$ cat src/rtl/psp_pkg.sv
package psp_pkg;

    typedef enum logic [1:0] {
        WIDTH_NARROW = 2'd0,
        WIDTH_RSV1   = 2'd1,
        WIDTH_RSV2   = 2'd2,
        WIDTH_WIDE   = 2'd3
    } width_e;

    typedef struct packed {
        logic       edge_sel;
        logic       dir_tx;
        width_e     width;
        logic       de_pol;
        logic       rdy_pol;
        logic [2:0] hs;
    } cfg_t;

    typedef struct packed {
        logic use_rdy;
        logic use_de;
        logic rdy_on_de_pin;
        logic de_on_rdy_pin;
        logic shared;
    } hs_route_t;

    function automatic hs_route_t decode_hs(logic [2:0] code);
        hs_route_t r;
        r = '0;
        case (code)
            3'd1: r.use_rdy = 1'b1;
            3'd2: r.use_de  = 1'b1;
            3'd3: begin r.use_rdy = 1'b1; r.use_de = 1'b1; end
            3'd4: begin
                r.use_rdy = 1'b1; r.use_de = 1'b1;
                r.de_on_rdy_pin = 1'b1; r.shared = 1'b1;
            end
            3'd5: begin r.use_rdy = 1'b1; r.rdy_on_de_pin = 1'b1; end
            3'd6: begin r.use_de = 1'b1; r.de_on_rdy_pin = 1'b1; end
            3'd7: begin
                r.use_rdy = 1'b1; r.use_de = 1'b1;
                r.rdy_on_de_pin = 1'b1; r.shared = 1'b1;
            end
            default: r = '0;
        endcase
        return r;
    endfunction

    // active flag -> pin level for a given active level
    function automatic logic to_level(logic active, logic pol);
        return ~(active ^ pol);
    endfunction

    // pin level -> active flag for a given active level
    function automatic logic from_level(logic level, logic pol);
        return ~(level ^ pol);
    endfunction

    function automatic logic edge_is_rising(cfg_t c);
        return c.edge_sel ^ c.dir_tx;
    endfunction

    function automatic logic is_wide(width_e w);
        return w == WIDTH_WIDE;
    endfunction

endpackage

$ cat src/rtl/psp_sync.sv
module psp_sync #(
    parameter int unsigned W      = 1,
    parameter int unsigned STAGES = 2
) (
    input  logic         clk,
    input  logic         rst,
    input  logic [W-1:0] d,
    output logic [W-1:0] q
);
    logic [W-1:0] chain [STAGES];

    generate
        for (genvar s = 0; s < STAGES; s++) begin : g_stage
            if (s == 0) begin : g_first
                always_ff @(posedge clk) begin
                    if (rst) chain[s] <= '0;
                    else     chain[s] <= d;
                end
            end else begin : g_next
                always_ff @(posedge clk) begin
                    if (rst) chain[s] <= '0;
                    else     chain[s] <= chain[s-1];
                end
            end
        end
    endgenerate

    assign q = chain[STAGES-1];
endmodule

$ cat src/rtl/psp_fifo.sv
module psp_fifo #(
    parameter int unsigned W     = 16,
    parameter int unsigned DEPTH = 4,
    localparam int unsigned AW    = (DEPTH > 1) ? $clog2(DEPTH) : 1,
    localparam int unsigned CNT_W = $clog2(DEPTH + 1)
) (
    input  logic             clk,
    input  logic             rst,
    input  logic             flush,
    input  logic             push,
    input  logic [W-1:0]     wdata,
    input  logic             pop,
    output logic [W-1:0]     rdata,
    output logic             full,
    output logic             empty,
    output logic [CNT_W-1:0] count
);
    logic [W-1:0]  mem [DEPTH];
    logic [AW-1:0] wr_ptr, rd_ptr;
    logic          do_push, do_pop;

    localparam logic [AW-1:0]    LAST_PTR = AW'(DEPTH - 1);
    localparam logic [CNT_W-1:0] FULL_CNT = CNT_W'(DEPTH);

    assign full    = (count == FULL_CNT);
    assign empty   = (count == '0);
    assign do_push = push && !full;
    assign do_pop  = pop && !empty;
    assign rdata   = mem[rd_ptr];

    function automatic logic [AW-1:0] bump(logic [AW-1:0] p);
        return (p == LAST_PTR) ? '0 : p + AW'(1);
    endfunction

    always_ff @(posedge clk) begin
        if (rst || flush) begin
            wr_ptr <= '0;
            rd_ptr <= '0;
            count  <= '0;
        end else begin
            if (do_push) wr_ptr <= bump(wr_ptr);
            if (do_pop)  rd_ptr <= bump(rd_ptr);
            case ({do_push, do_pop})
                2'b10:   count <= count + CNT_W'(1);
                2'b01:   count <= count - CNT_W'(1);
                default: count <= count;
            endcase
        end
    end

    always_ff @(posedge clk) begin
        if (do_push) mem[wr_ptr] <= wdata;
    end
endmodule

$ cat src/rtl/psp_hs_map.sv
module psp_hs_map
    import psp_pkg::*;
(
    input  cfg_t cfg,
    input  logic enabled,
    input  logic drive_phase,
    input  logic own_active,
    input  logic de_pin_s,
    input  logic rdy_pin_s,
    output logic de_pin_out,
    output logic de_pin_oe,
    output logic rdy_pin_out,
    output logic rdy_pin_oe,
    output logic peer_ok
);
    hs_route_t route;
    logic own_used, own_on_de, own_pol;
    logic peer_used, peer_on_de, peer_pol;
    logic own_lvl, peer_lvl, phase_ok;

    always_comb begin
        route = decode_hs(cfg.hs);
        if (cfg.dir_tx) begin
            own_used   = route.use_de;
            own_on_de  = !route.de_on_rdy_pin;
            own_pol    = cfg.de_pol;
            peer_used  = route.use_rdy;
            peer_on_de = route.rdy_on_de_pin;
            peer_pol   = cfg.rdy_pol;
        end else begin
            own_used   = route.use_rdy;
            own_on_de  = route.rdy_on_de_pin;
            own_pol    = cfg.rdy_pol;
            peer_used  = route.use_de;
            peer_on_de = !route.de_on_rdy_pin;
            peer_pol   = cfg.de_pol;
        end

        own_lvl  = to_level(own_active, own_pol);
        phase_ok = !route.shared || drive_phase;

        de_pin_oe  = enabled && own_used && own_on_de && phase_ok;
        rdy_pin_oe = enabled && own_used && !own_on_de && phase_ok;
        de_pin_out  = de_pin_oe  ? own_lvl : 1'b0;
        rdy_pin_out = rdy_pin_oe ? own_lvl : 1'b0;

        peer_lvl = peer_on_de ? de_pin_s : rdy_pin_s;
        peer_ok  = peer_used ? from_level(peer_lvl, peer_pol) : 1'b1;
    end
endmodule

$ cat src/rtl/par_sync_port.sv
module par_sync_port
    import psp_pkg::*;
#(
    parameter int unsigned DATA_W      = 16,
    parameter int unsigned FIFO_DEPTH  = 4,
    parameter int unsigned SYNC_STAGES = 2,
    localparam int unsigned LANE_W = DATA_W / 2,
    localparam int unsigned CNT_W  = $clog2(FIFO_DEPTH + 1),
    localparam int unsigned SYNC_W = DATA_W + 3
) (
    input  logic              clk,
    input  logic              rst,
    input  logic              cfg_enable,
    input  logic              cfg_edge_sel,
    input  logic              cfg_dir_tx,
    input  logic [1:0]        cfg_width,
    input  logic              cfg_de_pol,
    input  logic              cfg_rdy_pol,
    input  logic [2:0]        cfg_hs,
    input  logic              pclk,
    input  logic [DATA_W-1:0] pdata_in,
    output logic [DATA_W-1:0] pdata_out,
    output logic              pdata_oe,
    input  logic              pin_de_in,
    output logic              pin_de_out,
    output logic              pin_de_oe,
    input  logic              pin_rdy_in,
    output logic              pin_rdy_out,
    output logic              pin_rdy_oe,
    output logic              m_valid,
    output logic [DATA_W-1:0] m_data,
    input  logic              m_ready,
    input  logic              s_valid,
    input  logic [DATA_W-1:0] s_data,
    output logic              s_ready
);
    // ---------------- configuration capture ----------------
    cfg_t cfg_in, cfg_q;
    logic en_q;

    assign cfg_in = '{edge_sel: cfg_edge_sel, dir_tx: cfg_dir_tx,
                      width: width_e'(cfg_width), de_pol: cfg_de_pol,
                      rdy_pol: cfg_rdy_pol, hs: cfg_hs};

    always_ff @(posedge clk) begin
        if (rst) begin
            en_q  <= 1'b0;
            cfg_q <= '0;
        end else begin
            en_q <= cfg_enable;
            if (cfg_enable && !en_q) cfg_q <= cfg_in;
        end
    end

    // ---------------- input synchronisation ----------------
    logic [SYNC_W-1:0] sync_q;
    logic              pclk_s, pclk_prev, de_pin_s, rdy_pin_s;
    logic [DATA_W-1:0] pdata_s;

    psp_sync #(.W(SYNC_W), .STAGES(SYNC_STAGES)) u_sync (
        .clk (clk),
        .rst (rst),
        .d   ({pclk, pin_de_in, pin_rdy_in, pdata_in}),
        .q   (sync_q)
    );

    assign {pclk_s, de_pin_s, rdy_pin_s, pdata_s} = sync_q;

    always_ff @(posedge clk) begin
        if (rst) pclk_prev <= 1'b0;
        else     pclk_prev <= pclk_s;
    end

    logic act_rising, act_edge, drive_phase;
    assign act_rising  = edge_is_rising(cfg_q);
    assign act_edge    = en_q && (act_rising ? (pclk_s && !pclk_prev)
                                             : (!pclk_s && pclk_prev));
    assign drive_phase = (pclk_s == act_rising);

    function automatic logic [DATA_W-1:0] shape(logic [DATA_W-1:0] w, logic wide);
        return wide ? w : {{(DATA_W-LANE_W){1'b0}}, w[LANE_W-1:0]};
    endfunction

    // ---------------- word FIFO ----------------
    logic              f_push, f_pop, f_full, f_empty;
    logic [DATA_W-1:0] f_wdata, f_rdata;
    logic [CNT_W-1:0]  f_count;
    logic              peer_ok, own_active;
    logic              rx_cap, tx_send, wide;

    assign wide    = is_wide(cfg_q.width);
    assign rx_cap  = act_edge && !cfg_q.dir_tx && peer_ok && !f_full;
    assign tx_send = act_edge && cfg_q.dir_tx && peer_ok && !f_empty;

    assign s_ready = en_q && cfg_q.dir_tx && !f_full;
    assign m_valid = en_q && !cfg_q.dir_tx && !f_empty;
    assign m_data  = f_rdata;

    assign f_push  = cfg_q.dir_tx ? (s_valid && s_ready) : rx_cap;
    assign f_pop   = cfg_q.dir_tx ? tx_send : (m_valid && m_ready);
    assign f_wdata = cfg_q.dir_tx ? s_data : shape(pdata_s, wide);

    psp_fifo #(.W(DATA_W), .DEPTH(FIFO_DEPTH)) u_fifo (
        .clk   (clk),
        .rst   (rst),
        .flush (!en_q),
        .push  (f_push),
        .wdata (f_wdata),
        .pop   (f_pop),
        .rdata (f_rdata),
        .full  (f_full),
        .empty (f_empty),
        .count (f_count)
    );

    // ---------------- transmit output stage ----------------
    logic [DATA_W-1:0] out_q;
    logic              de_q;

    always_ff @(posedge clk) begin
        if (rst || !en_q) begin
            out_q <= '0;
            de_q  <= 1'b0;
        end else if (act_edge && cfg_q.dir_tx) begin
            de_q <= tx_send;
            if (tx_send) out_q <= shape(f_rdata, wide);
        end
    end

    assign pdata_out  = out_q;
    assign pdata_oe   = en_q && cfg_q.dir_tx;
    assign own_active = cfg_q.dir_tx ? de_q : !f_full;

    // ---------------- handshake pins ----------------
    psp_hs_map u_hs (
        .cfg         (cfg_q),
        .enabled     (en_q),
        .drive_phase (drive_phase),
        .own_active  (own_active),
        .de_pin_s    (de_pin_s),
        .rdy_pin_s   (rdy_pin_s),
        .de_pin_out  (pin_de_out),
        .de_pin_oe   (pin_de_oe),
        .rdy_pin_out (pin_rdy_out),
        .rdy_pin_oe  (pin_rdy_oe),
        .peer_ok     (peer_ok)
    );
endmodule

$ cat config.mk
export PLATFORM = sky130hd
export DESIGN_NAME = par_sync_port
export DESIGN_NICKNAME = d
export VERILOG_FILES = /design/src/rtl/psp_pkg.sv /design/src/rtl/psp_sync.sv /design/src/rtl/psp_fifo.sv /design/src/rtl/psp_hs_map.sv /design/src/rtl/par_sync_port.sv
export SDC_FILE = /design/constraint.sdc
export NUM_CORES = 1
export LEC_CHECK = 0
export ABC_CLOCK_PERIOD_IN_PS = 7100
export BUFFER_PORTS_ARGS = -buffer_cell sky130_fd_sc_hd__buf_2
export CAP_MARGIN = 30
export CORE_MARGIN = 2
export CORE_UTILIZATION = 50
export CTS_CLUSTER_DIAMETER = 80
export CTS_CLUSTER_SIZE = 16
export DETAILED_ROUTE_END_ITERATION = 8
export PLACE_DENSITY = 0.75
export SLEW_MARGIN = 40
export SYNTH_ARGS = -nofsm -noshare
export SYNTH_HDL_FRONTEND = slang
export SYNTH_SLANG_ARGS = --single-unit
$ cat constraint.sdc
create_clock -name clk -period 7.1 [get_ports clk]
set_input_delay 0.355 -clock clk [delete_from_list [all_inputs] [get_ports clk]]
set_output_delay 0.355 -clock clk [all_outputs]
set_load 0.005 [all_outputs]
==> results of run 1 <==
[logic make-up (layout without fill, tap and decap cells)]
group                      Yosys count  in the layout  share of synthesized area (%)
AOI/OAI and AO/OA                   97             97                          11.12
DFF                                139            139                          56.05
muxes                               44             44                          9.035
xor gates and xnor gates             5              5                         0.7172
and+or+nand+nor                    210            210                          18.34
buffers and inverters               44            132                          3.175
adders and majority gates            7              7                          1.557
[registers in the layout (all words and copies together) (netlist names), named ones only]
register,count
u_fifo.rd_ptr,2
pclk_prev,1
u_fifo.wr_ptr,2
u_fifo.count,3
pdata_out,16
u_sync.chain,38
de_q,1
en_q,1
u_fifo.mem,64
cfg_q,9
[placed cells by master, fill, tap and decap left out, types with 9 or more instances in the layout]
cell type	synthesis	routed
dfxtp_1	75	74
o21ai_0	18	18
nor2b_1	49	49
a31oi_1	11	11
inv_1	9	9
nor2_1	18	17
nand2_1	42	42
nand3_1	40	40
nor3_1	12	12
a32oi_1	9	9
buf_2	11	86
edfxtp_1	64	64
a21oi_1	20	19
mux2_2	9	9
mux2i_1	27	27
o2111ai_1	16	16
and3_1	17	17
clkbuf_16	0	17
[area by class of cell]
type | count | area share (%)
Inverter | 9 | 0.4701
Timing Repair Buffer | 91 | 6.563
Tap cell | 147 | 2.559
Clock buffer | 20 | 6.076
Clock inverter | 12 | 1.706
Multi-Input combinational cell | 363 | 34.98
Sequential cell | 139 | 47.65
[critical path, cell delays in order, from the launching register on]
cell and delay [ps]:
dfxtp_1 300, buf_4 420, or2_1 210, a21boi_0 210
o21ai_0 440, a31oi_1 260, inv_1 120, ha_1 190
inv_1 60, fa_1 370, xor2_1 170, or3_1 310
a21oi_1 130
[worst max-delay path by stage]
stage	from	end	slack (ps)	cells after the start
global placement	cfg_q[7]	u_fifo.count[2]	4100	11
finish	cfg_q[7]	u_fifo.count[2]	3820	12
floorplan	cfg_q[2]	u_fifo.count[2]	4550	12
CTS	cfg_q[7]	u_fifo.count[2]	3850	12
detailed placement	cfg_q[7]	u_fifo.count[2]	3870	12
global route	cfg_q[7]	u_fifo.count[2]	3500	12
[per-layer routing]
metal,up-vias,track usage (%),share of wire [%]
met1,2119,27.91,45
met3,21,4.870,6.0
met4,0,9.024,1.6
li1,2167,-,-
met2,160,31.28,47
met5,-,0,0
[power by group]
part / switching, mW / leakage, nW / internal [mW]
clock: 0.317 / 0.269 / 0.513
combinational: 0.0542 / 1.22 / 0.0337
sequential: 0.00886 / 1.23 / 0.852
total: 0.380 / 2.72 / 1.40
==> flow_summary_export.csv, run 1 <==
group,metric,value,unit
synth,syn_area,6107,µm²
setup_path,cp.required,7430,ps
placement,dp_hpwl,8594,µm
synth,synth_edf_count,64,
run,drv_cap,0,
detailed_routing,vias_per_cell,5.720,
timing,setup_slack,3818,ps
grt,antenna_found_initial,0,
die,fp.dieH,114.5,µm
synth,postSynthCellCount,546,
clock_tree,cts_tree,"done",
setup_path,rr_worst_depth,12,
clock_tree,clk_pin_slew,60,ps
timing,whs,148.4,ps
setup_path,arrival,3620,ps
synth,synth_cell_type_count,48,
setup_path,endpoint_kind,"register",
grt,track_usage,20.48,%
setup_path,r2r_setup_slack,3820,ps
finish,layout-drive-gt1-share,23.34,%
clock_tree,htreeDepth,4,
finish,stdcell_count,781,
detailed_routing,first_pass_iters,5,
hold_path,whs_path_depth,2,
finish,fillers,965,
timing,max_slew_margin,45.01,%
finish,n_antenna_cell,0,
timing,fin_crit,3282,ps
placement,gp_congestion,0.8247,
placement,port_buffers,87,
timing,rsz0062_at_grt,"false",
synth,seq_area_frac_synth,56.05,%
synth,yosysTopAreaCellShare,31.47,%
setup_path,critPathLaunchType,"register",
timing,period_share,46.22,%
detailed_routing,drt_iter0_markers,555,
finish,register_area,3425,µm²
clock_tree,clock_sinks,139,
grt,grt_pass1_vias,4096,
clock_tree,postCtsSetupBuffers,0,
timing,maxSlewViolCount,0,
detailed_routing,totalWireLength,12950,µm
clock_tree,cts_buffers,17,
power,ir_worst_vdd,0.1639,mV
finish,multi_input_area,2514,µm²
synth,synthTopCellsByCount,"dfxtp_1, edfxtp_1, nor2b_1",
clock_tree,hold_buffers,0,
outcome,status,"complete, no violations",
finish,syn_to_final_growth,17.68,%
clock_tree,insertion_delay,410,ps
synth,ys_ff_latch,139,
synth,synthTopCellsByArea,"edfxtp_1, dfxtp_1, nor2b_1",
finish,final_area,7187,µm²
setup_path,worstSetupPathType,"register to register",
synth,syn_area_per_cell,11.19,µm²
grt,grt_pass1_wl,20530,µm
power,power,1.779,mW
timing,tns,0,ps
detailed_routing,drc_errors,0,
hold_path,min_path_type,"input pin to register",
synth,yosysMostFrequentCell,"dfxtp_1",
timing,worstMarginPinSlew,819.9,ps
synth,synthFlopType,"dfxtp_1",
setup_path,r2r-start,"cfg_q[7]",
clock_tree,post_cts_resized,0,
synth,synthArstFlopShare,0,%
grt,grt_max_degree,52,
timing,finalHoldViolations,0,
power,leakagePower,2.717,nW
timing,fin_worst_skew,9.047,ps
placement,placed_cells,748,
clock_tree,cts_root_buf,"clkbuf_16",
finish,fin_util,60.08,%
grt,grt.overflow.total,0,
hold_path,hold_start,"pdata_in[9]",
finish,nNetsFinal,677,
die,core-area,11960,µm²
die,die_w,114.5,µm
detailed_routing,num_vias,4467,
detailed_routing,wire_per_inst,16.58,µm
synth,yosysWarnings,0,
synth,synth_nets,602,
hold_path,holdPathEnd,"u_sync.chain[0][9]",
clock_tree,clk_path_buf_depth,2,
die,row_count,40,
die,initial_utilization,51.06,%
die,io_pins,88,
die,die_area,13110,µm²
setup_path,crit_fanout,49,
timing,fmax,0.3047,GHz
detailed_routing,ant_nets,0,
power,power_density,247.5,nW/µm²
timing,setup_violations,0,
placement,place_worst_setup_slack,3870,ps
setup_path,r2r-end,"u_fifo.count[2]",
placement,post_dp_cell_area,6609,µm²
synth,yosysTopAreaCell,"edfxtp_1",
Power figures use the tool's default switching activity.
==> run 2, diff against run 1 <==
--- a/config.mk
+++ b/config.mk
@@ -5,7 +5,8 @@
 export SDC_FILE = /design/constraint.sdc
 export NUM_CORES = 1
 export LEC_CHECK = 0
-export ABC_CLOCK_PERIOD_IN_PS = 7100
+export ABC_AREA = 1
+export ABC_CLOCK_PERIOD_IN_PS = 3230
 export BUFFER_PORTS_ARGS = -buffer_cell sky130_fd_sc_hd__buf_2
 export CAP_MARGIN = 30
 export CORE_MARGIN = 2
@@ -13,7 +14,7 @@
 export CTS_CLUSTER_DIAMETER = 80
 export CTS_CLUSTER_SIZE = 16
 export DETAILED_ROUTE_END_ITERATION = 8
-export PLACE_DENSITY = 0.75
+export PLACE_DENSITY = 0.76
 export SLEW_MARGIN = 40
 export SYNTH_ARGS = -nofsm -noshare
 export SYNTH_HDL_FRONTEND = slang
==> constraint.sdc (replaced) <==
create_clock -name clk -period 3.23 [get_ports clk]
set_input_delay 0.1615 -clock clk [delete_from_list [all_inputs] [get_ports clk]]
set_output_delay 0.1615 -clock clk [all_outputs]
set_load 0.005 [all_outputs]
==> run 2 against run 1 <==
Final cell count increased by 12%. Clock skew about the same. First-iteration DRC count decreased by 47%. Synthesized cell count increased by 9.7%.
==> flow_summary_export.csv, run 2 <==
group,metric,value,unit
synth,synth_edf_count,64,
detailed_routing,drt_iter0_markers,292,
grt,grt_pass1_wl,19580,µm
die,die_w,109.0,µm
die,row_count,38,
outcome,status,"complete, no violations",
detailed_routing,ant_nets,0,
timing,rsz0062_at_grt,"false",
setup_path,critPathLaunchType,"register",
clock_tree,clk_path_buf_depth,2,
finish,nNetsFinal,779,
synth,synthFlopType,"dfxtp_1",
placement,dp_hpwl,7499,µm
timing,setup_violations,0,
synth,synth_nets,655,
clock_tree,cts_root_buf,"clkbuf_8",
synth,seq_area_frac_synth,62.14,%
finish,largest_reg_flops,64,
clock_tree,cts_tree,"done",
timing,fin_worst_skew,9.507,ps
grt,grt.overflow.total,0,
synth,yosysTopAreaCellShare,34.89,%
hold_path,min_path_type,"input pin to register",
clock_tree,clk_pin_slew,60,ps
clock_tree,cts_buffers,17,
timing,worstMarginPinSlew,577.3,ps
synth,synthTopCellsByCount,"nand2_1, nor2_1, dfxtp_1, inv_1, edfxtp_1",
power,power_density,570.8,nW/µm²
finish,layout_commonest_cell,"nand2_1",
detailed_routing,vias_per_cell,5.041,
synth,synthTopCellsByArea,"edfxtp_1, dfxtp_1, nand2_1",
timing,period_share,90.19,%
clock_tree,postCtsSetupBuffers,0,
detailed_routing,met2_length,6123,µm
detailed_routing,wire_per_inst,13.97,µm
finish,layout-drive-gt1-share,21.06,%
synth,postSynthCellCount,599,
placement,post_dp_cell_area,6078,µm²
run,drv_cap,0,
clock_tree,insertion_delay,520,ps
setup_path,worstSetupPathType,"register to register",
detailed_routing,met1_length,4850,µm
clock_tree,hold_buffers,33,
synth,syn_area,5509,µm²
timing,tns,0,ps
finish,syn_to_final_growth,27.05,%
setup_path,arrival,3310,ps
detailed_routing,routed.top_layer,"met4",
grt,grt_pass1_vias,4266,
timing,max_slew_margin,61.10,%
timing,maxSlewViolCount,0,
grt,antenna_found_initial,0,
clock_tree,htreeDepth,4,
die,core-area,10790,µm²
synth,ys_ff_latch,139,
finish,final_area,6999,µm²
grt,grt_max_degree,51,
clock_tree,post_cts_resized,0,
placement,port_buffers,87,
power,leakagePower,2.967,nW
timing,fmax,0.3433,GHz
synth,yosysMostFrequentCell,"nand2_1",
finish,fillers,855,
placement,gp_congestion,0.7757,
timing,finalHoldViolations,0,
finish,n_antenna_cell,0,
synth,syn_area_per_cell,9.197,µm²
detailed_routing,totalWireLength,12240,µm
synth,yosysTopAreaCell,"edfxtp_1",
detailed_routing,dr_wl_met3,981,µm
detailed_routing,first_pass_iters,5,
detailed_routing,num_vias,4416,
clock_tree,clock_sinks,139,
die,fp.dieH,109.0,µm
detailed_routing,drc_errors,0,
finish,top_register,"u_fifo.mem",
setup_path,cp.required,3630,ps
power,ir_worst_vdd,0.3979,mV
synth,synth_cell_type_count,28,
setup_path,endpoint_kind,"register",
setup_path,crit_fanout,24,
die,die_area,11870,µm²
timing,fin_crit,2913,ps
grt,track_usage,22.02,%
finish,layout_common_cells,"nand2_1, nor2_1, buf_2",
synth,yosysWarnings,0,
die,initial_utilization,51.04,%
synth,synthArstFlopShare,0,%
die,io_pins,88,
run 2: changes by cell type after synthesis, moves of 29 or more:
cell	change
o21ai_0	+31
nand2_1	+74
nor2_1	+87
nor2b_1	-49
nand3_1	-29
inv_1	+66
run 2: cells by family after synthesis:
| family | after synthesis | synth area share (%) |
|---|---|---|
| DFF | 139 | 62.14 |
| AOI/OAI and AO/OA | 95 | 9.857 |
| xor gates and xnor gates | 1 | 0.1590 |
| buffers and inverters | 103 | 7.336 |
| and+or+nand+nor | 254 | 18.78 |
| adders and majority gates | 7 | 1.726 |
run 2: power by group:
part / leakage, nW / switching, mW / internal (mW) / total, mW
combinational: 1.47 / 0.121 / 0.0901 / 0.211
clock: 0.298 / 0.711 / 1.18 / 1.89
sequential: 1.19 / 0.0173 / 1.88 / 1.90
total: 2.97 / 0.849 / 3.15 / 4.00
run 2: stage by stage:
step	util (%)	instances	hold WS, ps	setup WS, ps	power [mW]
global placement	56.32	811	361.1	612.5	2.099
detailed placement	56.32	811	366.1	427.4	2.106
global route	64.85	876	48.96	96.31	4.114
floorplan	-	599	268.5	912.3	2.040
finish	64.85	876	40.65	316.8	3.995
CTS	64.85	876	17.99	414.0	4.010
run 2: metal layers:
layer  vias up  GRT usage (%)
li1       2171              -
met2       190          37.58
met3        32          5.499
met4         0          10.16
met5         -              0
met1      2023          26.13
run 2: final timing paths:
kind,from,endpoint,slack (ps),cells after the start
worst max-delay path,cfg_q[7],u_fifo.count[2],320,13
worst min-delay path,s_data[1],u_fifo.mem[1][1],40,3
worst max register to register,cfg_q[7],u_fifo.count[2],320,13
worst min register to register,u_sync.chain[0][11],u_sync.chain[1][11],400,2
run 2: worst max-delay path, cell delays in order (launching register included):
cell	delay, ps
dfxtp_1	460
inv_2	130
buf_4	260
nand2_1	80
nand2_1	80
nand3_2	140
a21boi_1	370
ha_1	210
inv_1	70
fa_1	380
a21oi_1	170
o21ai_0	150
o21ai_0	220
a21oi_1	60
run 2: cell type report:
cell class / instances / area, µm² / area share, %
Inverter: 80 / 302.8 / 4.326
Sequential cell: 139 / 3423 / 48.91
Tap cell: 140 / 175.2 / 2.503
Clock inverter: 9 / 80.08 / 1.144
Clock buffer: 23 / 510.5 / 7.294
Multi-Input combinational cell: 357 / 1682 / 24.03
Timing Repair Buffer: 128 / 825.8 / 11.80
==> run 3, diff against run 2 <==
--- a/config.mk
+++ b/config.mk
@@ -7,7 +7,7 @@
 export LEC_CHECK = 0
 export ABC_AREA = 1
 export ABC_CLOCK_PERIOD_IN_PS = 3230
-export BUFFER_PORTS_ARGS = -buffer_cell sky130_fd_sc_hd__buf_2
+export BUFFER_PORTS_ARGS = -buffer_cell sky130_fd_sc_hd__buf_4
 export CAP_MARGIN = 30
 export CORE_MARGIN = 2
 export CORE_UTILIZATION = 50
==> run 3 against run 2 <==
Critical endpoint unchanged. Clock-buffer cell count is 4 lower. Non-clock buffer count decreased by 2. Combinational power grew 8%. Via count fell by 3.0%. Clock power hardly changed. Power increased by 0.16%. Flip-flop and latch count unchanged. Critical path type unchanged. Sequential power about the same.
==> flow_summary_export.csv, run 3 (synthesis results as in run 2) <==
group,metric,value,unit
outcome,status,"complete, no violations",
power,pwr-share-comb,5.7,%
clock_tree,postCtsSetupBuffers,0,
grt,antenna_found_initial,0,
finish,multi_input_area,1682,µm²
detailed_routing,vias_per_cell,4.900,
clock_tree,insertion_delay,510,ps
setup_path,crit_buf_inv,2,
setup_path,crit_family,"compound AO/OA/AOI/OAI gates",
setup_path,endpoint_kind,"register",
power,leakagePower,2.989,nW
hold_path,min_path_type,"input pin to register",
timing,fin_crit,2812,ps
clock_tree,cts_buffers,17,
setup_path,r2r-start,"cfg_q[7]",
setup_path,r2r_setup_slack,420,ps
power,p_seq_share,47.3,%
setup_path,cp.required,3620,ps
detailed_routing,ant_nets,0,
finish,nNetsFinal,777,
detailed_routing,drc_errors,0,
power,clkPwrFrac,47.0,%
placement,placed_cells,810,
finish,syn_to_final_growth,30.52,%
finish,layout-drive-gt1-share,20.98,%
timing,maxSlewViolCount,0,
finish,fillers,821,
die,core-area,10790,µm²
grt,grt_pass1_wl,18890,µm
placement,port_buffers,87,
setup_path,arrival,3210,ps
die,io_pins,88,
hold_path,holdPathEnd,"u_fifo.mem[0][2]",
die,initial_utilization,51.04,%
detailed_routing,drt_iter0_markers,231,
setup_path,cp_slowest_stage_delay,630,ps
finish,largest_reg_flops,64,
timing,tns,0,ps
setup_path,critPathSlowestCell,"dfxtp_1",
detailed_routing,totalWireLength,11640,µm
power,p_int,3.133,mW
clock_tree,cts_root_buf,"clkbuf_8",
timing,period_share,87.06,%
timing,worstMarginPinSlew,577.7,ps
detailed_routing,wire_per_inst,13.31,µm
setup_path,worstSetupPathType,"register to register",
die,row_count,38,
finish,layout_common_cells,"nand2_1, nor2_1, buf_4",
setup_path,critPathLaunchType,"register",
finish,n_antenna_cell,0,
power,power,4.002,mW
timing,fin_worst_skew,6.672,ps
timing,rsz0062_at_grt,"false",
setup_path,crit_fanout,15,
timing,setup_violations,0,
clock_tree,clock_sinks,139,
clock_tree,htreeDepth,4,
setup_path,r2r-end,"u_fifo.count[2]",
detailed_routing,first_pass_iters,4,
finish,stdcell_count,874,
timing,whs,20.51,ps
die,die_w,109.0,µm
die,fp.dieH,109.0,µm
run,drv_cap,0,
timing,finalHoldViolations,0,
placement,dp_hpwl,7335,µm
detailed_routing,num_vias,4283,
clock_tree,clk_pin_slew,60,ps
clock_tree,clk_path_buf_depth,2,
grt,grt_pass1_vias,4162,
placement,gp_congestion,0.8035,
timing,fmax,0.3556,GHz
power,p_sw_share,21.72,%
finish,fin_util,66.62,%
hold_path,whs_path_depth,3,
grt,grt_max_degree,51,
finish,register_area,3423,µm²
clock_tree,post_cts_resized,0,
clock_tree,cts_tree,"done",
power,p_switching,0.8691,mW
finish,layout_commonest_cell,"nand2_1",
hold_path,hold_start,"s_data[2]",
setup_path,crit_chain,"nand2_1 > o21ai_1 > inv_1 > nand3_1 > nand3_2 > a21boi_1 > ha_1 > inv_1 > fa_1 > a21oi_1 > o21ai_0 > o21ai_0 > a21oi_1",
power,ir_worst_vdd,0.4005,mV
clock_tree,hold_buffers,32,
timing,max_slew_margin,61.08,%
power,power_density,556.5,nW/µm²
setup_path,rr_worst_depth,13,
finish,top_register,"u_fifo.mem",
grt,grt.overflow.total,0,
grt,track_usage,21.06,%
die,die_area,11870,µm²
-- run 3: cell count changes in the layout (fill, tap and decap cells not counted), sizes merged --
cell	delta
clkbuf	-4
clkinvlp	+3
clkinv	-2
inv	+2
buf	-1
bufinv	+1
dlygate4sd3	-1
-- run 3: per-layer routing --
metal  vias up  wire length (µm)  global-route usage (%)
li1       2168                 -                       -
met3        13               666                   5.738
met1      1971              5149                   25.08
met2       131              5633                   35.89
met5         -                 0                       0
met4         0               187                   8.883
-- run 3: how the worst max path moves through the flow --
stage / to / slack (ps) / from / depth (start not counted)
floorplan: u_fifo.count[2] / 910 / cfg_q[7] / 14
global placement: u_fifo.count[2] / 620 / cfg_q[7] / 13
detailed placement: u_fifo.count[2] / 440 / cfg_q[7] / 13
CTS: u_fifo.count[2] / 430 / cfg_q[7] / 13
global route: u_fifo.count[2] / 160 / cfg_q[7] / 13
finish: u_fifo.count[2] / 420 / cfg_q[7] / 13
-- run 3: through the flow --
step                area, µm²  setup WS [ps]
floorplan                5509          912.3
global placement         6289          618.4
detailed placement       6289          438.8
CTS                      7191          433.6
global route             7191          159.3
finish                   7191          417.8
-- run 3: power groups by stage --
stage	registers (mW)	logic, mW	clock network, mW
finish	1.89	0.227	1.88
global route	1.90	0.254	1.97
CTS	1.89	0.225	1.90
detailed placement	1.93	0.193	0
global placement	1.93	0.187	0
floorplan	1.93	0.114	0
-- run 3: area by class of cell --
type | instances | share of cell area, %
sequential | 139 | 47.61
multi-input combinational | 357 | 23.39
timing repair buffer | 126 | 14.27
clock buffer | 19 | 6.160
inverter | 80 | 4.211
tap | 140 | 2.436
clock inverter | 13 | 1.931
-- run 3: worst register-to-register path, stage by stage, from the launching register on --
cell	delay (ps)
dfxtp_1	630
nand2_1	110
o21ai_1	130
inv_1	70
nand3_1	90
nand3_2	130
a21boi_1	350
ha_1	200
inv_1	70
fa_1	390
a21oi_1	140
o21ai_0	140
o21ai_0	180
a21oi_1	60
